<file path="config.mk">
export PLATFORM = sky130hd
export DESIGN_NAME = pec_guard
export DESIGN_NICKNAME = d
export VERILOG_FILES = /design/src/rtl/pec_pkg.sv /design/src/rtl/pec_rst_sync.sv /design/src/rtl/pec_crc_serial.sv /design/src/rtl/pec_seq.sv /design/src/rtl/pec_guard.sv
export SDC_FILE = /design/constraint.sdc
export NUM_CORES = 1
export LEC_CHECK = 0
export ABC_AREA = 0
export BUFFER_PORTS_ARGS = -buffer_cell sky130_fd_sc_hd__buf_2
export CORE_ASPECT_RATIO = 1.75
export CORE_MARGIN = 2
export CORE_UTILIZATION = 43
export DETAILED_ROUTE_END_ITERATION = 12
export GPL_ROUTABILITY_DRIVEN = 0
export PLACE_DENSITY_LB_ADDON = 0.1
export SYNTH_ARGS = -nofsm -noshare
export SYNTH_HDL_FRONTEND = slang
export SYNTH_SLANG_ARGS = --single-unit
export TNS_END_PERCENT = 10
</file>
<file path="constraint.sdc">
create_clock -name clk -period 1.23 [get_ports clk]
set_input_delay 0.1845 -clock clk [delete_from_list [all_inputs] [get_ports clk]]
set_output_delay 0.1845 -clock clk [all_outputs]
set_load 0.05 [all_outputs]
</file>
<file path="src/rtl/pec_pkg.sv">
package pec_pkg;
  localparam int unsigned PEC_W_DEF = 8;
  localparam logic [7:0]  PEC_POLY_DEF = 8'h07;

  // where the currently armed request came from
  typedef struct packed {
    logic from_dma;   // armed by a DMA end-of-transfer hint
    logic final_xfer; // request is final (software requests always are)
  } pec_src_t;
endpackage

</file>
<file path="src/rtl/pec_rst_sync.sv">
module pec_rst_sync #(
  parameter int unsigned STAGES = 2
) (
  input  logic clk,
  input  logic rst_n,
  output logic rst_sync_n
);
  localparam int unsigned LAST = STAGES - 1;

  logic [LAST:0] sync_q;
  logic [LAST:0] sync_d;

  generate
    if (STAGES == 1) begin : g_one
      assign sync_d = 1'b1;
    end else begin : g_many
      assign sync_d = {sync_q[LAST-1:0], 1'b1};
    end
  endgenerate

  always_ff @(posedge clk or negedge rst_n) begin
    if (!rst_n) sync_q <= '0;
    else        sync_q <= sync_d;
  end

  assign rst_sync_n = sync_q[LAST];
endmodule

</file>
<file path="src/rtl/pec_crc_serial.sv">
module pec_crc_serial #(
  parameter int unsigned W    = 8,
  parameter logic [W-1:0] POLY = 8'h07
) (
  input  logic         clk,
  input  logic         rst_n,
  input  logic         clr,
  input  logic         shift,
  input  logic         din,
  output logic [W-1:0] crc
);
  logic [W-1:0] crc_q;
  logic [W-1:0] crc_d;
  logic [W-1:0] stepped;
  logic         fb;

  assign fb = crc_q[W-1] ^ din;

  // one serial step: shift left, xor generator taps when feedback is set
  generate
    for (genvar i = 0; i < W; i++) begin : g_tap
      if (i == 0) begin : g_lsb
        assign stepped[i] = fb & POLY[i];
      end else begin : g_up
        assign stepped[i] = crc_q[i-1] ^ (fb & POLY[i]);
      end
    end
  endgenerate

  always_comb begin
    crc_d = crc_q;
    if (clr)        crc_d = '0;
    else if (shift) crc_d = stepped;
  end

  always_ff @(posedge clk or negedge rst_n) begin
    if (!rst_n) crc_q <= '0;
    else        crc_q <= crc_d;
  end

  assign crc = crc_q;
endmodule

</file>
<file path="src/rtl/pec_seq.sv">
module pec_seq
  import pec_pkg::*;
#(
  parameter int unsigned W = 8
) (
  input  logic         clk,
  input  logic         rst_n,
  input  logic         pec_en,
  input  logic         start_det,
  input  logic         arb_lost,
  input  logic         byte_end,
  input  logic         is_tx,
  input  logic         is_master,
  input  logic         sw_pec_req,
  input  logic         dma_en,
  input  logic         dma_eot,
  input  logic         dma_last,
  input  logic         err_clr,
  input  logic [W-1:0] crc_q,
  output logic         crc_clr,
  output logic         tx_pec_ins,
  output logic [W-1:0] pec_value,
  output logic         rx_nack,
  output logic         pec_err,
  output logic         crc_bad,
  output logic         dma_pec_req,
  output logic         armed,
  output logic         arm_last
);
  logic         arm_q,  arm_d;
  pec_src_t     src_q,  src_d;
  logic         slot_q, slot_d;
  logic [W-1:0] pecv_q, pecv_d;
  logic         err_q,  err_d;
  logic         bad_q,  bad_d;
  logic         dreq_q, dreq_d;

  logic dma_req, any_req, residue_bad;
  logic tx_fin, tx_take, rx_take, take, err_set;

  assign dma_req     = dma_en & dma_eot;
  assign any_req     = sw_pec_req | dma_req;
  assign residue_bad = |crc_q;

  // byte boundary events; a closing PEC slot takes priority over arming
  assign tx_fin  = pec_en & byte_end & is_tx & slot_q;
  assign tx_take = pec_en & byte_end & is_tx & arm_q & ~slot_q;
  assign rx_take = pec_en & byte_end & ~is_tx & arm_q;
  assign take    = tx_take | rx_take;
  assign err_set = rx_take & residue_bad;

  assign crc_clr = ~pec_en | start_det | tx_fin | rx_take;

  always_comb begin
    arm_d  = arm_q;
    src_d  = src_q;
    slot_d = slot_q;
    pecv_d = pecv_q;
    err_d  = err_q;
    bad_d  = bad_q;
    dreq_d = 1'b0;

    if (!pec_en) begin
      arm_d  = 1'b0;
      slot_d = 1'b0;
      bad_d  = 1'b0;
    end else begin
      // a request in the cycle a byte is consumed only arms the next one
      if (take) arm_d = any_req;
      else      arm_d = arm_q | any_req;

      if (any_req) begin
        src_d.from_dma   = dma_req;
        src_d.final_xfer = dma_req ? dma_last : 1'b1;
      end

      if (tx_fin)       slot_d = 1'b0;
      else if (tx_take) slot_d = 1'b1;

      if (tx_take) pecv_d = crc_q;

      if (start_det)     bad_d = 1'b0;
      else if (arb_lost) bad_d = 1'b1;

      dreq_d = rx_take & src_q.from_dma;
    end

    if (err_set)      err_d = 1'b1;
    else if (err_clr) err_d = 1'b0;
  end

  always_ff @(posedge clk or negedge rst_n) begin
    if (!rst_n) begin
      arm_q  <= 1'b0;
      src_q  <= '0;
      slot_q <= 1'b0;
      pecv_q <= '0;
      err_q  <= 1'b0;
      bad_q  <= 1'b0;
      dreq_q <= 1'b0;
    end else begin
      arm_q  <= arm_d;
      src_q  <= src_d;
      slot_q <= slot_d;
      if (tx_take) pecv_q <= pecv_d;
      err_q  <= err_d;
      bad_q  <= bad_d;
      dreq_q <= dreq_d;
    end
  end

  assign rx_nack     = rx_take & (residue_bad | (is_master & src_q.final_xfer));
  assign tx_pec_ins  = slot_q;
  assign pec_value   = pecv_q;
  assign pec_err     = err_q;
  assign crc_bad     = bad_q;
  assign dma_pec_req = dreq_q;
  assign armed       = arm_q;
  assign arm_last    = src_q.final_xfer;
endmodule

</file>
<file path="src/rtl/pec_guard.sv">
module pec_guard
  import pec_pkg::*;
#(
  parameter int unsigned  W          = PEC_W_DEF,
  parameter logic [W-1:0] POLY       = PEC_POLY_DEF,
  parameter int unsigned  SYNC_STAGE = 2
) (
  input  logic         clk,
  input  logic         rst_n,
  input  logic         pec_en,
  input  logic         start_det,
  input  logic         arb_lost,
  input  logic         bit_vld,
  input  logic         bit_val,
  input  logic         byte_end,
  input  logic         is_tx,
  input  logic         is_master,
  input  logic         sw_pec_req,
  input  logic         dma_en,
  input  logic         dma_eot,
  input  logic         dma_last,
  input  logic         err_clr,
  output logic [W-1:0] crc_value,
  output logic [W-1:0] pec_value,
  output logic         tx_pec_ins,
  output logic         rx_nack,
  output logic         pec_err,
  output logic         crc_bad,
  output logic         dma_pec_req
);
  logic rst_sync_n;
  logic crc_clr;
  logic crc_shift;
  logic armed;
  logic arm_last;

  pec_rst_sync #(.STAGES(SYNC_STAGE)) u_rst (
    .clk        (clk),
    .rst_n      (rst_n),
    .rst_sync_n (rst_sync_n)
  );

  assign crc_shift = pec_en & bit_vld;

  pec_crc_serial #(.W(W), .POLY(POLY)) u_crc (
    .clk   (clk),
    .rst_n (rst_sync_n),
    .clr   (crc_clr),
    .shift (crc_shift),
    .din   (bit_val),
    .crc   (crc_value)
  );

  pec_seq #(.W(W)) u_seq (
    .clk         (clk),
    .rst_n       (rst_sync_n),
    .pec_en      (pec_en),
    .start_det   (start_det),
    .arb_lost    (arb_lost),
    .byte_end    (byte_end),
    .is_tx       (is_tx),
    .is_master   (is_master),
    .sw_pec_req  (sw_pec_req),
    .dma_en      (dma_en),
    .dma_eot     (dma_eot),
    .dma_last    (dma_last),
    .err_clr     (err_clr),
    .crc_q       (crc_value),
    .crc_clr     (crc_clr),
    .tx_pec_ins  (tx_pec_ins),
    .pec_value   (pec_value),
    .rx_nack     (rx_nack),
    .pec_err     (pec_err),
    .crc_bad     (crc_bad),
    .dma_pec_req (dma_pec_req),
    .armed       (armed),
    .arm_last    (arm_last)
  );
endmodule

</file>
==> flow_summary.json <==
{
  "multi_input_area_sq_um": 488,
  "tns_ps": -1390,
  "synth_cells": 95,
  "r2r_cells": 3,
  "area_growth_pct": 44.2,
  "critPathRequiredTime_ps": 1050,
  "port_buffers": 35,
  "synth_compound_area_share_pct": 10.9,
  "synth_top_cell_area_share_pct": 58.7,
  "worst_setup_path_end_kind": "primary output",
  "violations": "negative setup slack",
  "antenna_found_initial": 0,
  "dp_cells": 168,
  "synth.area.mux_share_pct": 9.86,
  "clock_latency_ps": 270,
  "drt_iter0_drc": 17,
  "drv_slew": 0,
  "yosys_register_bits": 25,
  "crit_type": "flip-flop to primary output",
  "cp_max_fo": 2,
  "setup_viol": 18,
  "clock-sinks": 25,
  "layout-drive-gt1-share_pct": 54.7,
  "cts_tree": "done",
  "die_area_sq_um": 2910,
  "ant_nets": 0,
  "finalNonFillerCells": 173,
  "cap_violations": 0,
  "avgSynthCellArea_sq_um": 11.2,
  "worstHoldPathType": "primary input to flip-flop",
  "min_to": "u_seq.crc_bad",
  "vias_per_cell": 5.31,
  "postLayoutCellArea_sq_um": 1540,
  "rsz0062_at_grt": "true",
  "rows": 23,
  "status": "finished with violations",
  "clock_skew_ps": 3.32,
  "synth_top_family_by_area": "simple AND/OR/NAND/NOR gates",
  "yosys.area_share.adder_pct": 0,
  "wl_um": 2470,
  "p_per_area_nw_per_um2": 1010,
  "ios": 36,
  "finalPower_mw": 1.56,
  "grt_pass1_vias": 1002,
  "fmax_ghz": 0.569,
  "yosysTopAreaCell": "dfrtp_1",
  "yosysWarnings": 0,
  "synth_xor_xnor_area_share_pct": 0.822,
  "wl_per_cell_um": 14.3,
  "overflow": 0,
  "grt_pass1_wl_um": 4380,
  "worstReg2RegEnd": "u_crc.crc[1]",
  "dr_total_vias": 919,
  "drcViolationCount": 0,
  "fillers": 196,
  "cts_root_buf": "clkbuf_8",
  "ys_seq_area_share_pct": 58.7,
  "vdd_ir_drop_max_mv": 0.838,
  "leakage_nw": 0.762,
  "cts-buffers-inserted": 3,
  "drt_first_pass_iters": 4,
  "worst_slack_ps": -528,
  "hpwlAfterDp_um": 1880,
  "start_util_pct": 45.7,
  "cts_setup_buffers": 0,
  "min_from": "start_det",
  "hold_violations": 0,
  "arrival_ps": 1570,
  "nets": 164,
  "synth_cell_type_count": 25,
  "synthesis.nets": 110,
  "seq_area_sq_um": 634,
  "clk_pin_slew_ps": 80,
  "grt_max_degree": 24,
  "period_share_pct": 143,
  "hold_path_depth": 2,
  "synth-simple-area-share_pct": 17.3,
  "critPathLaunchType": "flip-flop",
  "final_util_pct": 66.0,
  "die_width_um": 41.6,
  "synthesis.area_sq_um": 1070,
  "die_h_um": 69.9,
  "synth_area_leaders": "dfrtp_1 (59%), mux2_2 (8.5%), nand2_1 (6.0%)",
  "r2r-start": "u_seq.armed",
  "core-area_sq_um": 2330,
  "cts_buffer_depth": 2,
  "placed_cell_area_sq_um": 1410,
  "h-tree-depth": 1,
  "num_antenna_cells": 0,
  "min_period_ps": 1760,
  "reg2reg_slack_ps": -120,
  "track_usage_pct": 18.9
}
-- placed cells by master, fill, tap and decap left out --
cell type,instances
dfrtp_2,7
buf_12,1
and2_1,2
a211o_4,1
xnor2_1,1
clkbuf_8,3
buf_4,16
a21oi_2,3
a21oi_1,5
dfrtp_1,18
nor3_4,1
a21o_1,1
clkbuf_1,1
a31oi_1,2
nand2_2,1
buf_6,2
o21ai_0,1
a21bo_2,1
nor2_4,1
nor2_1,6
a211oi_2,1
nor3_1,1
a21oi_4,1
or4_4,2
nand3_1,3
mux2_4,9
dlygate4sd3_1,1
or3_1,2
buf_2,31
inv_1,3
nand4b_1,2
o22ai_1,1
nand2_1,16
conb_1,1
-- metal layers --
metal | GRT usage [%] | vias up | share of wire, %
met5 | 0 | - | 0
li1 | - | 431 | -
met3 | 2.33 | 4 | 4.2
met1 | 22.7 | 450 | 38
met2 | 33.9 | 34 | 56
met4 | 6.81 | 0 | 1.3
-- how the worst max path moves through the flow --
stage          slack [ps]  depth (start not counted)          from      end
2_1_floorplan        -330                          3  u_crc.crc[4]  rx_nack
3_3_place_gp         -360                          4  u_crc.crc[4]  rx_nack
3_5_place_dp         -380                          4  u_crc.crc[4]  rx_nack
4_1_cts              -540                          4  u_crc.crc[1]  rx_nack
5_1_grt              -580                          4  u_crc.crc[1]  rx_nack
6_report             -530                          4  u_crc.crc[1]  rx_nack
-- power by group --
part	total [mW]	internal [mW]	leakage, nW	switching [mW]
logic	0.223	0.0882	0.415	0.135
registers	0.860	0.846	0.324	0.0141
clock network	0.477	0.232	0.0228	0.245
total	1.56	1.17	0.762	0.395
-- area by class of cell --
cell class	instances	share of cell area, %
Sequential cell	25	41.3
Multi-Input combinational cell	65	31.7
Timing Repair Buffer	51	21.3
Clock buffer	4	2.93
Tap cell	25	2.03
Inverter	3	0.732
-- state kept, by name (all words and copies together) (netlist names) --
register           count
u_seq.crc_bad          1
u_seq.arm_last         1
u_seq.tx_pec_ins       1
u_seq.src_q            1
u_rst.sync_q           2
u_seq.armed            1
u_seq.pec_err          1
u_seq.pec_value        8
u_seq.dma_pec_req      1
u_crc.crc              8
-- cell families (layout without fill, tap and decap cells) --
group | Yosys count | after routing
simple gates | 37 | 37
flops | 25 | 25
compound gates | 17 | 17
mux | 9 | 9
buf+inv | 5 | 58
other cells | 1 | 1
xor+xnor | 1 | 1
-- what timing repair did --
item | in CTS | in global routing
resized for setup | 18 | 6
hold buffers | 1 | 0
gates cloned | 0 | 0
pin swaps | 4 | 0
hold endpoints to repair | 2 | 0
endpoints found under the setup margin | 19 | 27
-- stage by stage --
stage                     hold WS (ps)  worst slack (ps)
after CTS                         91.9              -543
after global placement           -31.3              -362
final                             96.8              -528
after global routing              99.6              -578
after floorplan                   -111              -332
after detailed placement         -28.5              -378
-- synth_stat cells --
| library cell | instances |
|---|---|
| dfrtp_1 | 25 |
| nand2_1 | 17 |
| a21oi_1 | 9 |
| mux2_2 | 8 |
| nor2_1 | 7 |
| inv_1 | 3 |
| nand3_1 | 3 |
| a31oi_1 | 2 |
| and2_1 | 2 |
| nand4b_1 | 2 |
| or3_1 | 2 |
| or4_1 | 2 |
| a211o_4 | 1 |
| a211oi_2 | 1 |
| a21bo_2 | 1 |
| a21o_1 | 1 |
| buf_4 | 1 |
| clkbuf_1 | 1 |
| conb_1 | 1 |
| mux2_4 | 1 |
| nor3_1 | 1 |
| nor3_4 | 1 |
| o21ai_0 | 1 |
| o22ai_1 | 1 |
| xnor2_1 | 1 |
-- critical path, stage by stage, from the launching register on --
cell and delay (ps):
dfrtp_2 400, or4_4 540, nor2_4 150, a21oi_4 60
buf_6 150
Power figures use the tool's default switching activity.
